==> src/rtl/dpc_pkg.sv <==
package dpc_pkg;
   // Operating mode of the slave power controller
   typedef enum logic [1:0] {
      DPC_DOWN = 2'd0,   // pin low: receive side only
      DPC_SYNC = 2'd1,   // pin high, paced by master bursts
      DPC_FREE = 2'd2    // pin high, master silent: own frame clock
   } dpc_mode_e;
endpackage

==> src/rtl/dpc_silence_timer.sv <==
module dpc_silence_timer #(
   parameter int LIMIT = 1024
) (
   input  logic clk,
   input  logic rst_n,
   input  logic restart,
   output logic expired,
   output logic hit_now
);
   localparam int W = $clog2(LIMIT + 1);
   localparam logic [W-1:0] LIM = W'(LIMIT);

   generate
      if (LIMIT < 2) begin : g_bad_limit
         $error("dpc_silence_timer: LIMIT must be at least 2");
      end
   endgenerate

   logic [W-1:0] cnt_q, cnt_d;

   always_comb begin
      if (restart)          cnt_d = '0;
      else if (cnt_q == LIM) cnt_d = cnt_q;
      else                  cnt_d = cnt_q + 1'b1;
   end

   always_ff @(posedge clk) begin
      if (!rst_n) cnt_q <= '0;
      else        cnt_q <= cnt_d;
   end

   assign expired = (cnt_q == LIM);
   // true only on the edge that completes the silent window
   assign hit_now = (cnt_d == LIM) && (cnt_q != LIM);

   p_cnt_bounded_r5: assert property (@(posedge clk) disable iff (!rst_n)
      cnt_q <= LIM);
   p_restart_clears_r8: assert property (@(posedge clk) disable iff (!rst_n)
      restart |=> !expired);
   p_hit_then_expired_r5: assert property (@(posedge clk) disable iff (!rst_n)
      hit_now |=> expired);
endmodule

==> src/rtl/dpc_free_framer.sv <==
module dpc_free_framer #(
   parameter int FRAME       = 512,
   parameter bit BURST_FIRST = 1'b1
) (
   input  logic clk,
   input  logic rst_n,
   input  logic run,
   output logic tick,
   output logic burst_slot
);
   localparam int W = (FRAME > 1) ? $clog2(FRAME) : 1;
   localparam logic [W-1:0] LAST = W'(FRAME - 1);

   generate
      if (FRAME < 2) begin : g_bad_frame
         $error("dpc_free_framer: FRAME must be at least 2");
      end
   endgenerate

   logic [W-1:0] pos_q;
   logic         odd_q;   // 0 before 1st tick of a run, toggles per tick

   assign tick = run && (pos_q == LAST);

   always_ff @(posedge clk) begin
      if (!rst_n || !run) begin
         pos_q <= '0;
         odd_q <= 1'b0;
      end else begin
         pos_q <= (pos_q == LAST) ? '0 : pos_q + 1'b1;
         if (tick) odd_q <= ~odd_q;
      end
   end

   generate
      if (BURST_FIRST) begin : g_burst_odd
         assign burst_slot = tick && !odd_q;
      end else begin : g_burst_even
         assign burst_slot = tick && odd_q;
      end
   endgenerate

   p_idle_rewinds_r10: assert property (@(posedge clk) disable iff (!rst_n)
      !run |=> (pos_q == '0) && !odd_q);
   p_slot_on_tick_r7: assert property (@(posedge clk) disable iff (!rst_n)
      burst_slot |-> tick);
   p_alternate_r7: assert property (@(posedge clk) disable iff (!rst_n)
      tick && run |=> run |-> (odd_q != $past(odd_q)));
endmodule

==> src/rtl/dpc_weak_driver.sv <==
module dpc_weak_driver (
   input  logic clk,
   input  logic rst_n,
   input  logic pull_up,
   input  logic pull_down,
   output logic drv_en,
   output logic drv_val
);
   always_ff @(posedge clk) begin
      if (!rst_n) begin
         drv_en  <= 1'b0;
         drv_val <= 1'b0;
      end else begin
         drv_en <= drv_en | pull_up | pull_down;
         if (pull_up)        drv_val <= 1'b1;
         else if (pull_down) drv_val <= 1'b0;
      end
   end

   p_up_after_demod_r4: assert property (@(posedge clk) disable iff (!rst_n)
      pull_up |=> drv_en && drv_val);
   p_down_after_silence_r5: assert property (@(posedge clk) disable iff (!rst_n)
      pull_down && !pull_up |=> drv_en && !drv_val);
   p_en_sticky_r1: assert property (@(posedge clk) disable iff (!rst_n)
      drv_en |=> drv_en);
endmodule

==> src/rtl/slave_demand_power_ctl.sv <==
module slave_demand_power_ctl #(
   parameter int TIMEOUT_CYC      = 1024,
   parameter int FRAME_CYC        = 512,
   parameter bit FREE_BURST_FIRST = 1'b1
) (
   input  logic clk,
   input  logic rst_n,
   input  logic demod_done,
   input  logic pd_pin,
   output logic pd_drive_en,
   output logic pd_drive_val,
   output logic frame_tick,
   output logic burst_req,
   output logic sig_sample
);
   import dpc_pkg::*;

   generate
      if (FRAME_CYC >= TIMEOUT_CYC) begin : g_bad_ratio
         $error("slave_demand_power_ctl: FRAME_CYC must be below TIMEOUT_CYC");
      end
   endgenerate

   logic      pd_q, pd_rise, restart;
   logic      expired, hit_now;
   logic      free_run, f_tick, f_slot;
   dpc_mode_e mode;

   always_ff @(posedge clk) begin
      if (!rst_n) pd_q <= 1'b0;
      else        pd_q <= pd_pin;
   end

   assign pd_rise  = pd_pin && !pd_q;
   assign restart  = demod_done || pd_rise;
   assign free_run = pd_pin && expired;

   always_comb begin
      if (!pd_pin)       mode = DPC_DOWN;
      else if (expired)  mode = DPC_FREE;
      else               mode = DPC_SYNC;
   end

   dpc_silence_timer #(.LIMIT(TIMEOUT_CYC)) u_timer (
      .clk     (clk),
      .rst_n   (rst_n),
      .restart (restart),
      .expired (expired),
      .hit_now (hit_now)
   );

   dpc_free_framer #(.FRAME(FRAME_CYC), .BURST_FIRST(FREE_BURST_FIRST)) u_framer (
      .clk        (clk),
      .rst_n      (rst_n),
      .run        (free_run),
      .tick       (f_tick),
      .burst_slot (f_slot)
   );

   dpc_weak_driver u_drv (
      .clk       (clk),
      .rst_n     (rst_n),
      .pull_up   (demod_done),
      .pull_down (hit_now),
      .drv_en    (pd_drive_en),
      .drv_val   (pd_drive_val)
   );

   always_ff @(posedge clk) begin
      if (!rst_n) begin
         frame_tick <= 1'b0;
         burst_req  <= 1'b0;
         sig_sample <= 1'b0;
      end else begin
         frame_tick <= f_tick;
         unique case (mode)
            DPC_DOWN: begin
               burst_req  <= 1'b0;
               sig_sample <= 1'b0;
            end
            DPC_SYNC: begin
               burst_req  <= demod_done;
               sig_sample <= demod_done;
            end
            default: begin
               burst_req  <= demod_done || f_slot;
               sig_sample <= demod_done || f_tick;
            end
         endcase
      end
   end

   p_burst_needs_power_r3: assert property (@(posedge clk) disable iff (!rst_n)
      burst_req |-> $past(pd_pin));
   p_sample_with_burst_r2: assert property (@(posedge clk) disable iff (!rst_n)
      burst_req |-> sig_sample);
   p_tick_single_r6: assert property (@(posedge clk) disable iff (!rst_n)
      frame_tick |=> !frame_tick);
   p_free_burst_on_tick_r7: assert property (@(posedge clk) disable iff (!rst_n)
      burst_req && !$past(demod_done) |-> frame_tick);
   p_no_tick_when_down_r10: assert property (@(posedge clk) disable iff (!rst_n)
      frame_tick |-> $past(pd_pin));
endmodule

==> config.mk <==
export PLATFORM = sky130hd
export DESIGN_NAME = slave_demand_power_ctl
export DESIGN_NICKNAME = d
export VERILOG_FILES = /design/src/rtl/dpc_pkg.sv /design/src/rtl/dpc_silence_timer.sv /design/src/rtl/dpc_free_framer.sv /design/src/rtl/dpc_weak_driver.sv /design/src/rtl/slave_demand_power_ctl.sv
export SDC_FILE = /design/constraint.sdc
export NUM_CORES = 1
export LEC_CHECK = 0
export BUFFER_PORTS_ARGS = -buffer_cell sky130_fd_sc_hd__buf_2
export CORE_UTILIZATION = 50
export DETAILED_ROUTE_END_ITERATION = 10
export PLACE_DENSITY = 0.72
export SKIP_CTS_REPAIR_TIMING = 1
export SYNTH_ARGS = -nofsm -noshare
export SYNTH_HDL_FRONTEND = slang
export SYNTH_SLANG_ARGS = --single-unit
==> constraint.sdc <==
create_clock -name clk -period 5.12 [get_ports clk]
set_input_delay 0.768 -clock clk [delete_from_list [all_inputs] [get_ports clk]]
set_output_delay 0.768 -clock clk [all_outputs]
set_load 0.005 [all_outputs]
# Word level (Yosys, flattened, before mapping)
# Cells that the tools add are included.
# totals
elab_cells	43
ff_bits	27
inputBits	4
output_inout_bits	5
# op_classes
reduce_logical	16
muxes	8
eq_ne	5
n_bitwise	3
n_addsub	2
# op_table
operator	n
$eq A11 B11 Y1 const B	2
$mux W11	2
$add A11 B1 Y11 const B	1
$ne A11 B11 Y1 const B	1
$add A9 B1 Y9 const B	1
$eq A9 B9 Y1 const B	1
$logic_and A1 B1 Y1	5
$logic_not A1 Y1	4
$logic_or A1 B1 Y1	4
$mux W2	2
$pmux W1 S2	2
$eq A2 B1 Y1 const B	1
$logic_not A2 Y1	1
$mux W1	2
$or A1 B1 Y1	2
$reduce_bool A2 Y1	1
$reduce_or A2 Y1	1
$not A1 Y1	1

# Longest topological paths before layout
# logic_depth
word_depth	8
mapped_depth	9
mapped_depth_nobuf	9

# Modules after synthesis
# Synthesis repeated with hierarchy kept, for this count alone.
# unflattened
hier_cells	153
area_unflattened_um2	1351.3
# by_module_without_submodules
module	area_each_um2	instances	seq_area_each_um2	cells_per_inst
dpc_silence_timer	738.2	1	220.2	88
dpc_free_framer	416.6	1	200.2	46
slave_demand_power_ctl	133.9	1	80.1	14
dpc_weak_driver	62.6	1	40.0	5

# Least setup slack after synthesis
# OpenSTA, ideal clock, no wires.
# synth_path
kind	register to register
startpoint	register u_timer.cnt_q[0]
endpoint	register u_drv.drv_val
synth_period_minus_slack_ns	2.314
path_stages_with_launch	7
n_path_buf	0
path_slack_ns	2.806
setup_ns	0.125
t_required_ns	4.995
arrival_ns	2.189
cell_sequence	dfxtp_1 -> ha_1 -> and4_4 -> or3b_1 -> xor2_1 -> or4_4 -> o41a_1
# synth_via
elab_chain_cells	6
elab_cells_between_ends	8
classes_between	add/sub: 1; eq/ne: 3; mux: 2; reduce/logical: 2
# synth_lines
item	line_no	rtl
start: declaration	dpc_silence_timer.sv:19	logic [W-1:0] cnt_q, cnt_d;
start signal: assignment	dpc_silence_timer.sv:29	else cnt_q <= cnt_d;
$add A11 B1 Y11 / $eq A11 B11 Y1 (equally long branches)	dpc_silence_timer.sv:24, dpc_silence_timer.sv:23	
$mux W11	dpc_silence_timer.sv:23	else if (cnt_q == LIM) cnt_d = cnt_q;
$mux W11	dpc_silence_timer.sv:22	if (restart) cnt_d = '0;
$eq A11 B11 Y1	dpc_silence_timer.sv:34	assign hit_now = (cnt_d == LIM) && (cnt_q != LIM);
$logic_and A1 B1 Y1 (*)	dpc_silence_timer.sv:34	
$reduce_bool A2 Y1 (no line) (*)	-	
end signal: assignment	dpc_weak_driver.sv:12	drv_val <= 1'b0;
end signal: assignment	dpc_weak_driver.sv:15	if (pull_up) drv_val <= 1'b1;
end signal: assignment	dpc_weak_driver.sv:16	else if (pull_down) drv_val <= 1'b0;
end: declaration	dpc_weak_driver.sv:7	output logic drv_val
# Mark *: on every way between the ends. The rest lies on a longest branch, timed or not.
# A chain may end at the register's enable or synchronous reset.

# Worst setup path in the final report
# Ends and elaborated chain as after synthesis.

==> results_dict.tcl <==
set metrics [dict create \
    status "finished, final reports clean" \
    cts_buffers 3 \
    drtAntennaViolNets 0 \
    yosysWarnings 0 \
    grt_pass1_wl_um 3600 \
    crit_fanout 6 \
    fin_skew_ns 0.00175 \
    yosysTopAreaCell "dfxtp_1" \
    powerDensity_nw_per_um2 244 \
    grtUsageTotal_pct 18.2 \
    die_h_um 51.6 \
    num_antenna_cells 0 \
    fin_crit_ns 2.45 \
    ir_drop_mv 0.170 \
    port_buffers 8 \
    path_buf_inv 0 \
    syn_nets 149 \
    cap_violations 0 \
    end_kind "flop" \
    grt_setup_unrepaired "false" \
    crit_cells 6 \
    async_flop_share_pct 0 \
    r2r_slack_ns 2.67 \
    synth-seq-cells 27 \
    slowest_delay_ns 0.52 \
    layout.nets 157 \
    drc_errors 0 \
    placed_area_sq_um 1280 \
    firstDrtPassIters 6 \
    clkSlewWorstSetupHoldPaths_ns 0.14 \
    utilization_pct 58.2 \
    syn_avg_cell_area_sq_um 8.72 \
    fp.dieW_um 51.6 \
    cts_sinks 27 \
    clockBufferDepth 2 \
    fin_crit_sh_pct 47.9 \
    cts_root_buf "clkbuf_4" \
    io_pins 9 \
    cp_data_arrival_time_ns 2.67 \
    drt_wl_total_um 2090 \
    report.final.slew_viol_count 0 \
    overflow 0 \
    reg2regPathDepth 6 \
    critical_path.top_delay_family "simple AND/OR/NAND/NOR gates" \
    wl_per_cell_um 11.9 \
    hold_ws_ns 0.483 \
    htree_levels 1 \
    hold_class "reg -> reg" \
    synth_flop_cell "dfxtp_1" \
    whs_path_depth 1 \
    num_rows 17 \
    finalWorstSetupSlack_ns 2.67 \
    slew_headroom_pct 70.7 \
    place_ws_ns 2.69 \
    path_class "reg -> reg" \
    setup_tns_ns 0 \
    tightestPinTransition_ns 0.438 \
    antenna_found_initial 0 \
    grt_max_degree 16 \
    cp-start-kind "flop" \
    nFillCells 219 \
    dr_total_vias 956 \
    syn_area_sq_um 1230 \
    max_freq_mhz 408 \
    die-area_sq_um 2660 \
    p_leak_uw 0.000483 \
    synth-edff-count 0 \
    area_delta_synth_final_pct 6.61 \
    grt_pass1_vias 874 \
    cp.required_ns 5.34 \
    path_cells "ha_1 > and4_4 > or3b_1 > xor2_1 > or4_4 > o41a_1" \
    dp_hpwl_um 1570 \
    synth.top_cell.area_share_pct 43.9 \
    final_area_sq_um 1310 \
    initial_core_util_pct 54.6 \
    place_congestion 0.835 \
    clk_latency_ns 0.32 \
    cts_tree "done" \
    viasPerCell 5.43 \
    synthCells 141 \
    drtIter0Drc 8 \
    hold_viol 0 \
    yosysSeqAreaShare_pct 43.9 \
    synthDistinctLibCells 36 \
    setup_viol 0 \
    drive_above_1_share_pct 10.8 \
    ys_top_cells_by_area "dfxtp_1, nor2_1, xnor2_1" \
    crit_path_top_delay_cell "or4_4" \
    fp.coreArea_sq_um 2250 \
]
==> final cells by class <==
class / count / area, sq um / share of cell area [%]
Timing Repair Buffer: 8 / 40.0 / 3.05
Clock buffer: 3 / 22.5 / 1.72
Sequential cell: 27 / 541 / 41.2
Tap cell: 28 / 35.0 / 2.67
Clock inverter: 1 / 5.00 / 0.382
Multi-Input combinational cell: 100 / 634 / 48.4
Inverter: 9 / 33.8 / 2.58
==> logic make-up after synthesis <==
family / share of synthesized area, %
multiplexers: 1.63
flip-flops: 43.9
XOR/XNOR: 12.8
adder cells (fa/ha/maj): 4.07
buffers and inverters: 4.48
AND/OR/NAND/NOR: 26.3
AO/OA/AOI/OAI: 6.71
==> metal layers <==
metal	global-route usage (%)	wire [um]
met5	0	0
met4	7.21	31
met3	5.85	99
met2	32.9	1040
met1	19.5	922
==> cell usage in the layout, fill, tap and decap left out, types with 2 or more instances in the layout <==
cell / n
xnor2_1: 9
ha_1: 4
dfxtp_1: 27
nor3_1: 7
xor2_1: 9
nand4_1: 4
a21oi_1: 3
nand2_1: 9
a21o_1: 2
nor2_1: 25
mux2i_1: 2
inv_1: 9
nand3_1: 5
o22ai_1: 2
clkbuf_4: 3
buf_2: 8
==> worst reg2reg max path: cells and delay by family (launching register included) <==
family / cells / cell delay, ns
adders and majority gates: 1 / 0.27
DFF: 1 / 0.44
AOI/OAI and AO/OA: 1 / 0.33
and+or+nand+nor: 3 / 1.16
xor gates and xnor gates: 1 / 0.16
==> cell usage after synthesis, drive strengths merged, types with 2 or more instances <==
library cell	count
a21o	2
a21oi	3
and4	3
clkbuf	4
dfxtp	27
ha	4
inv	9
mux2i	2
nand2	9
nand3	5
nand4	4
nor2	25
nor3	7
o22ai	2
xnor2	9
xor2	9
==> power breakdown <==
| group | switching, uW | leakage [uW] | internal (uW) | total (uW) |
|---|---|---|---|---|
| Sequential | 1.41 | 0.000219 | 213 | 214 |
| Clock | 61.8 | 0.0000177 | 29.3 | 91.1 |
| Combinational | 8.92 | 0.000246 | 6.19 | 15.1 |
| Total | 72.1 | 0.000483 | 248 | 320 |
==> state kept, by name, indices dropped and copies added, names as in the netlist <==
register,count
burst_req,1
frame_tick,1
pd_q,1
sig_sample,1
u_drv.drv_en,1
u_drv.drv_val,1
u_framer.odd_q,1
u_framer.pos_q,9
u_timer.cnt_q,11
==> stage by stage <==
stage,power (uW),cells
after floorplan,228,141
after global placement,233,172
after detailed placement,234,172
after CTS,322,176
after global routing,332,176
final,320,176
==> final timing paths <==
kind	startpoint	endpoint
max reg2reg	u_timer.cnt_q[0]	u_drv.drv_val
min	u_framer.pos_q[0]	u_framer.pos_q[0]
max	u_timer.cnt_q[0]	u_drv.drv_val
min reg2reg	u_framer.pos_q[0]	u_framer.pos_q[0]
(Power assumes the default switching activity.)
